===== config.mk =====
export PLATFORM = sky130hd
export DESIGN_NAME = delay_slot_pc_seq
export DESIGN_NICKNAME = d
export VERILOG_FILES = /design/src/rtl/pcseq_pkg.sv /design/src/rtl/pcseq_next.sv /design/src/rtl/pcseq_state.sv /design/src/rtl/delay_slot_pc_seq.sv
export SDC_FILE = /design/constraint.sdc
export NUM_CORES = 1
export LEC_CHECK = 0
export BUFFER_PORTS_ARGS = -buffer_cell sky130_fd_sc_hd__buf_2
export CAP_MARGIN = 20
export CORE_MARGIN = 3
export CORE_UTILIZATION = 40
export CTS_BUF_LIST = sky130_fd_sc_hd__clkbuf_16
export DETAILED_ROUTE_END_ITERATION = 10
export PLACE_DENSITY = 0.69
export SLEW_MARGIN = 25
export SYNTH_ARGS = -nofsm -noshare
export SYNTH_HDL_FRONTEND = slang
export SYNTH_SLANG_ARGS = --single-unit
export TNS_END_PERCENT = 10

===== constraint.sdc =====
create_clock -name clk -period 4.25 [get_ports clk]
set_input_delay 0.2125 -clock clk [delete_from_list [all_inputs] [get_ports clk]]
set_output_delay 0.2125 -clock clk [all_outputs]
set_load 0.01 [all_outputs]

===== src/rtl/pcseq_pkg.sv =====
// Shared types for the delayed-branch sequencer.
// Assumes the decode stage encodes the transfer kind in two bits.
package pcseq_pkg;
    typedef enum logic [1:0] {
        XK_SEQ    = 2'b00,
        XK_JUMP   = 2'b01,
        XK_BRANCH = 2'b10,
        XK_TRAP   = 2'b11
    } xfer_kind_e;
endpackage


===== src/rtl/pcseq_next.sv =====
// Next-state logic: picks the next PC, nPC and squash flag from the
// current state and the descriptor of the instruction now issuing.
// Assumes a squashed instruction's descriptor must be disregarded.
module pcseq_next
    import pcseq_pkg::*;
#(
    parameter int AW   = 32,
    parameter int STEP = 4
) (
    input  xfer_kind_e        kind,
    input  logic              cond_met,
    input  logic              annul_bit,
    input  logic [AW-1:0]     target,
    input  logic [AW-1:0]     npc_q,
    input  logic              squash_q,
    output logic [AW-1:0]     pc_nxt,
    output logic [AW-1:0]     npc_nxt,
    output logic              squash_nxt
);
    localparam logic [AW-1:0] STEP_V = AW'(STEP);

    logic redirect;
    logic trap_go;

    // Decode the transfer decision for a live (non-squashed) instruction.
    always_comb begin
        redirect   = 1'b0;
        trap_go    = 1'b0;
        squash_nxt = 1'b0;
        if (!squash_q) begin
            unique case (kind)
                XK_JUMP: begin
                    redirect   = 1'b1;
                    squash_nxt = annul_bit;
                end
                XK_BRANCH: begin
                    if (cond_met) redirect   = 1'b1;
                    else          squash_nxt = annul_bit;
                end
                XK_TRAP:  trap_go = 1'b1;
                default:  ;
            endcase
        end
    end

    // Form the address pair: trap skips the delay slot, others shift nPC in.
    always_comb begin
        if (trap_go) begin
            pc_nxt  = target;
            npc_nxt = target + STEP_V;
        end else begin
            pc_nxt  = npc_q;
            npc_nxt = redirect ? target : npc_q + STEP_V;
        end
    end
endmodule


===== src/rtl/pcseq_state.sv =====
// PC / nPC / squash registers with synchronous active-low reset.
// Assumes one instruction issues every cycle.
module pcseq_state #(
    parameter int              AW        = 32,
    parameter int              STEP      = 4,
    parameter logic [AW-1:0]   RESET_VEC = '0
) (
    input  logic              clk,
    input  logic              rst_n,
    input  logic [AW-1:0]     pc_nxt,
    input  logic [AW-1:0]     npc_nxt,
    input  logic              squash_nxt,
    output logic [AW-1:0]     pc_q,
    output logic [AW-1:0]     npc_q,
    output logic              squash_q
);
    localparam logic [AW-1:0] RESET_NPC = RESET_VEC + AW'(STEP);

    // Register the address pair and the pending squash.
    always_ff @(posedge clk) begin
        if (!rst_n) begin
            pc_q     <= RESET_VEC;
            npc_q    <= RESET_NPC;
            squash_q <= 1'b0;
        end else begin
            pc_q     <= pc_nxt;
            npc_q    <= npc_nxt;
            squash_q <= squash_nxt;
        end
    end


    reset_vec_chk: assert property (@(posedge clk)
        !rst_n |=> (pc_q == RESET_VEC && npc_q == RESET_NPC && !squash_q));


    squash_single_chk: assert property (@(posedge clk) disable iff (!rst_n)
        squash_q |=> !squash_q);
endmodule


===== src/rtl/delay_slot_pc_seq.sv =====
// Top of the delayed-branch program counter sequencer. Takes the
// descriptor of the issuing instruction each cycle and produces the
// next fetch address plus a squash flag for the issuing instruction.
// Assumes the descriptor inputs are valid every cycle.
module delay_slot_pc_seq
    import pcseq_pkg::*;
#(
    parameter int              AW        = 32,
    parameter int              STEP      = 4,
    parameter logic [AW-1:0]   RESET_VEC = 32'h0000_0100
) (
    input  logic              clk,
    input  logic              rst_n,
    input  logic [1:0]        xfer_kind,
    input  logic              cond_met,
    input  logic              annul_bit,
    input  logic [AW-1:0]     xfer_target,
    output logic [AW-1:0]     issue_pc,
    output logic [AW-1:0]     fetch_addr,
    output logic              issue_squash
);
    logic [AW-1:0] pc_q, npc_q, pc_nxt, npc_nxt;
    logic          squash_q, squash_nxt;
    xfer_kind_e    kind;

    // Map the raw kind bits onto the shared enum.
    always_comb kind = xfer_kind_e'(xfer_kind);

    pcseq_next #(.AW(AW), .STEP(STEP)) u_next (
        .kind       (kind),
        .cond_met   (cond_met),
        .annul_bit  (annul_bit),
        .target     (xfer_target),
        .npc_q      (npc_q),
        .squash_q   (squash_q),
        .pc_nxt     (pc_nxt),
        .npc_nxt    (npc_nxt),
        .squash_nxt (squash_nxt)
    );

    pcseq_state #(.AW(AW), .STEP(STEP), .RESET_VEC(RESET_VEC)) u_state (
        .clk        (clk),
        .rst_n      (rst_n),
        .pc_nxt     (pc_nxt),
        .npc_nxt    (npc_nxt),
        .squash_nxt (squash_nxt),
        .pc_q       (pc_q),
        .npc_q      (npc_q),
        .squash_q   (squash_q)
    );

    // Drive the outputs from the state and the chosen next address.
    always_comb begin
        issue_pc     = pc_q;
        issue_squash = squash_q;
        fetch_addr   = pc_nxt;
    end


    trap_dest_chk: assert property (@(posedge clk) disable iff (!rst_n)
        (xfer_kind == 2'b11 && !issue_squash) |=>
            (issue_pc == $past(xfer_target) && !issue_squash));


    delay_order_chk: assert property (@(posedge clk) disable iff (!rst_n)
        (xfer_kind != 2'b11 || issue_squash) |=> (issue_pc == $past(npc_q)));


    jump_annul_chk: assert property (@(posedge clk) disable iff (!rst_n)
        (xfer_kind == 2'b01 && annul_bit && !issue_squash) |=> issue_squash);


    taken_keeps_slot_chk: assert property (@(posedge clk) disable iff (!rst_n)
        (xfer_kind == 2'b10 && cond_met && !issue_squash) |=> !issue_squash);


    fetch_match_chk: assert property (@(posedge clk) disable iff (!rst_n)
        1'b1 |=> (issue_pc == $past(fetch_addr)));
endmodule


==> run summary <==
Outcome: finished, final reports clean
Synth Flop Type: dfxtp_1
Antenna-violating nets left: 0
CP max FO: 31
Largest net degree at the start of global routing: 56
Post-place setup slack: 1.70 ns
Number of clock sinks: 65
Hold_sp: xfer_target[21]
CTS tree: built
Die Footprint: 10700 um^2
Hold WS: 0.120 ns
Synth Register Bits: 65
DIE WIDTH: 103 um
Syn nets: 548
RSZ-0062 raised after global routing: false
Distinct cell type count after synthesis: 51
CP Data Required Time: 4.50 ns
CTS Hold Bufs: 0
Port Buffers: 102
Worst Setup Start Kind: flip-flop
Clk root buf: clkbuf_16
Post-Synthesis Cells: 505
Final Hold Viols: 0
Drt drc: 0
Highest Clock Rate: 0.430 GHz
Final-report setup violation count: 0
DP Cell Count: 688
Dpl hpwl: 8.06 mm
Minimum clock period: 2.33 ns
Worst setup EP type: flip-flop
Diodes inserted: 0
Flop-to-flop setup slack: 1.92 ns
Post-Syn Area: 3780 um^2
WHS Path Cells: 2
Antenna violations before repair: 0
Worst Hold Class: input pin to flip-flop
Initial core utilization: 0.423
Finished Core Util: 0.519
Clock transition at path regs: 0.06 ns
Synthesis Warnings: 0
Worst Path Arrival: 2.57 ns
Clk_skew: 0.00535 ns
Tcrit/Tclk final: 0.548
Hold path endpoint: u_state.npc_q[21]
Slew headroom: 0.475
Wire per inst: 16.4 um
Design Power: 1.76 mW
Max-slew violations: 0
Layout cells sized above 1: 0.230
Post-synthesis sequential area ratio: 0.344
NumNets Final: 634
CP top delay family: simple AND/OR/NAND/NOR gates
First-pass GRT wire length: 18.8 mm
Finished Cell Area: 4640 um^2
Via density: 5.77
Critical R2R Launch: u_state.squash_q
Core Area: 8930 um^2
Leakage: 2.11 nW
P&R area growth vs syn: 22.6%
Crit path kind: flip-flop to flip-flop
Routability congestion estimate: 0.867
CTS Buf Count: 9
Cell chain of the critical path: nor2b_4, nand3_1, nor4_1, mux2_2, a211oi_1
Dpl cell area: 4340 um^2
Total number of vias: 4060
Gr usage total: 0.223
Clock Latency Late Sink: 0.33 ns
Power per cell area: 379 nW/um^2
Final worst slack: 1.92 ns
Postcts setup bufs: 0
VDD IR max: 0.208 mV
H-tree lvl count: 3
DIE HEIGHT: 103 um
Non-Filler Instances: 704
PostCTS Resize Cnt: 0
Average size of a mapped cell: 7.49 um^2
Setup TNS: 0 ns
IO Pins: 103
WP buf/inv: 0
Num rows: 34
Critical R2R Capture: u_state.npc_q[19]
Vias in the first global route: 3819
Global route overflow: 0
Slew @ Worst Pin: 0.787 ns
Synth async-reset ratio: 0
Reg2Reg Depth: 5
DR iter-0 viols: 290
Max stage delay on crit path: 0.61 ns
EDFF count, synth: 0
Slowest stage cell, crit path: nor2b_4
Max Buffers Root-to-Sink: 2
Routed wire length: 11.6 mm
Max-cap viol count: 0
Pre-Repair DR Iteration Count: 5
==> final cells by class <==
cell class	instances	area, um^2
clock buffers	9	225
clock inverters	7	63.8
fillers	898	4300
inverters	9	33.8
multi-input cells	399	2330
flip-flops and latches	65	1300
well taps	108	135
repair buffers	107	548
==> layout by cell type (no fill, tap or decap), types with 8 or more instances in the layout <==
cell type and instances:
inv_1 11, and3_1 12, nor4_1 9, nand4_1 13, o21ai_0 14, xnor2_1 8
nor3_1 12, nor2_1 22, xor2_1 14, buf_2 102, a21oi_1 53, and4_1 8
nand3_1 29, clkbuf_16 9, dfxtp_1 65, nand2_1 117
==> how the worst max path moves through the flow <==
| stage | cells after the start | to | start |
|---|---|---|---|
| 2_1_floorplan | 7 | u_state.npc_q[19] | xfer_target[5] |
| 3_3_place_gp | 7 | u_state.npc_q[19] | xfer_kind[0] |
| 3_5_place_dp | 7 | u_state.npc_q[19] | xfer_kind[1] |
| 4_1_cts | 5 | u_state.npc_q[4] | u_state.squash_q |
| 5_1_grt | 5 | u_state.npc_q[19] | u_state.squash_q |
| 6_report | 5 | u_state.npc_q[19] | u_state.squash_q |
==> synthesized netlist by cell type (all sizes together) (2+ instances only) <==
cell type / n / share of area
and2: 7 / 0.012
nand2b: 5 / 0.0083
buf: 15 / 0.018
or4: 2 / 0.0040
dfxtp: 65 / 0.34
clkbuf: 17 / 0.017
o31ai: 2 / 0.0040
mux2i: 3 / 0.0079
nand3: 29 / 0.038
a21o: 7 / 0.014
o22ai: 3 / 0.0050
xor2: 14 / 0.032
inv: 9 / 0.0089
and3: 12 / 0.020
nand4: 15 / 0.030
o32ai: 2 / 0.0046
nor3b: 2 / 0.0040
and4: 8 / 0.019
or3: 2 / 0.0033
a21oi: 53 / 0.070
o21ai: 16 / 0.021
o211ai: 4 / 0.0079
a31oi: 5 / 0.0083
a41oi: 2 / 0.0046
ha: 5 / 0.017
a211oi: 5 / 0.0099
nor3: 12 / 0.016
mux2: 5 / 0.015
nor2: 22 / 0.022
nor4: 13 / 0.033
o221ai: 4 / 0.0093
nand3b: 2 / 0.0040
a31o: 3 / 0.0070
a2111oi: 3 / 0.011
nand2: 117 / 0.12
xnor2: 8 / 0.019
a311oi: 2 / 0.0046
==> where the power goes <==
group          internal [mW]  switching, mW
clock                  0.448          0.276
combinational          0.128          0.202
sequential             0.659         0.0437
==> layer usage <==
metal  wire [um]  track usage
met1        5100        0.297
met2        5400        0.354
met3         858       0.0523
met4         197       0.0757
met5           0            0
==> cells by family after synthesis <==
kind of cell,synth area share
buffers and inverters,0.0440
AND/OR/NAND/NOR,0.331
XOR/XNOR,0.0510
flip-flops,0.344
adder cells (fa/ha/maj),0.0165
multiplexers,0.0228
AO/OA/AOI/OAI,0.191
==> state kept, by name, summed over array words and instances, names as in the netlist <==
name / cells
u_state.squash_q: 1
u_state.npc_q: 32
u_state.pc_q: 32
Note: power is estimated with default switching activity, not from simulation.
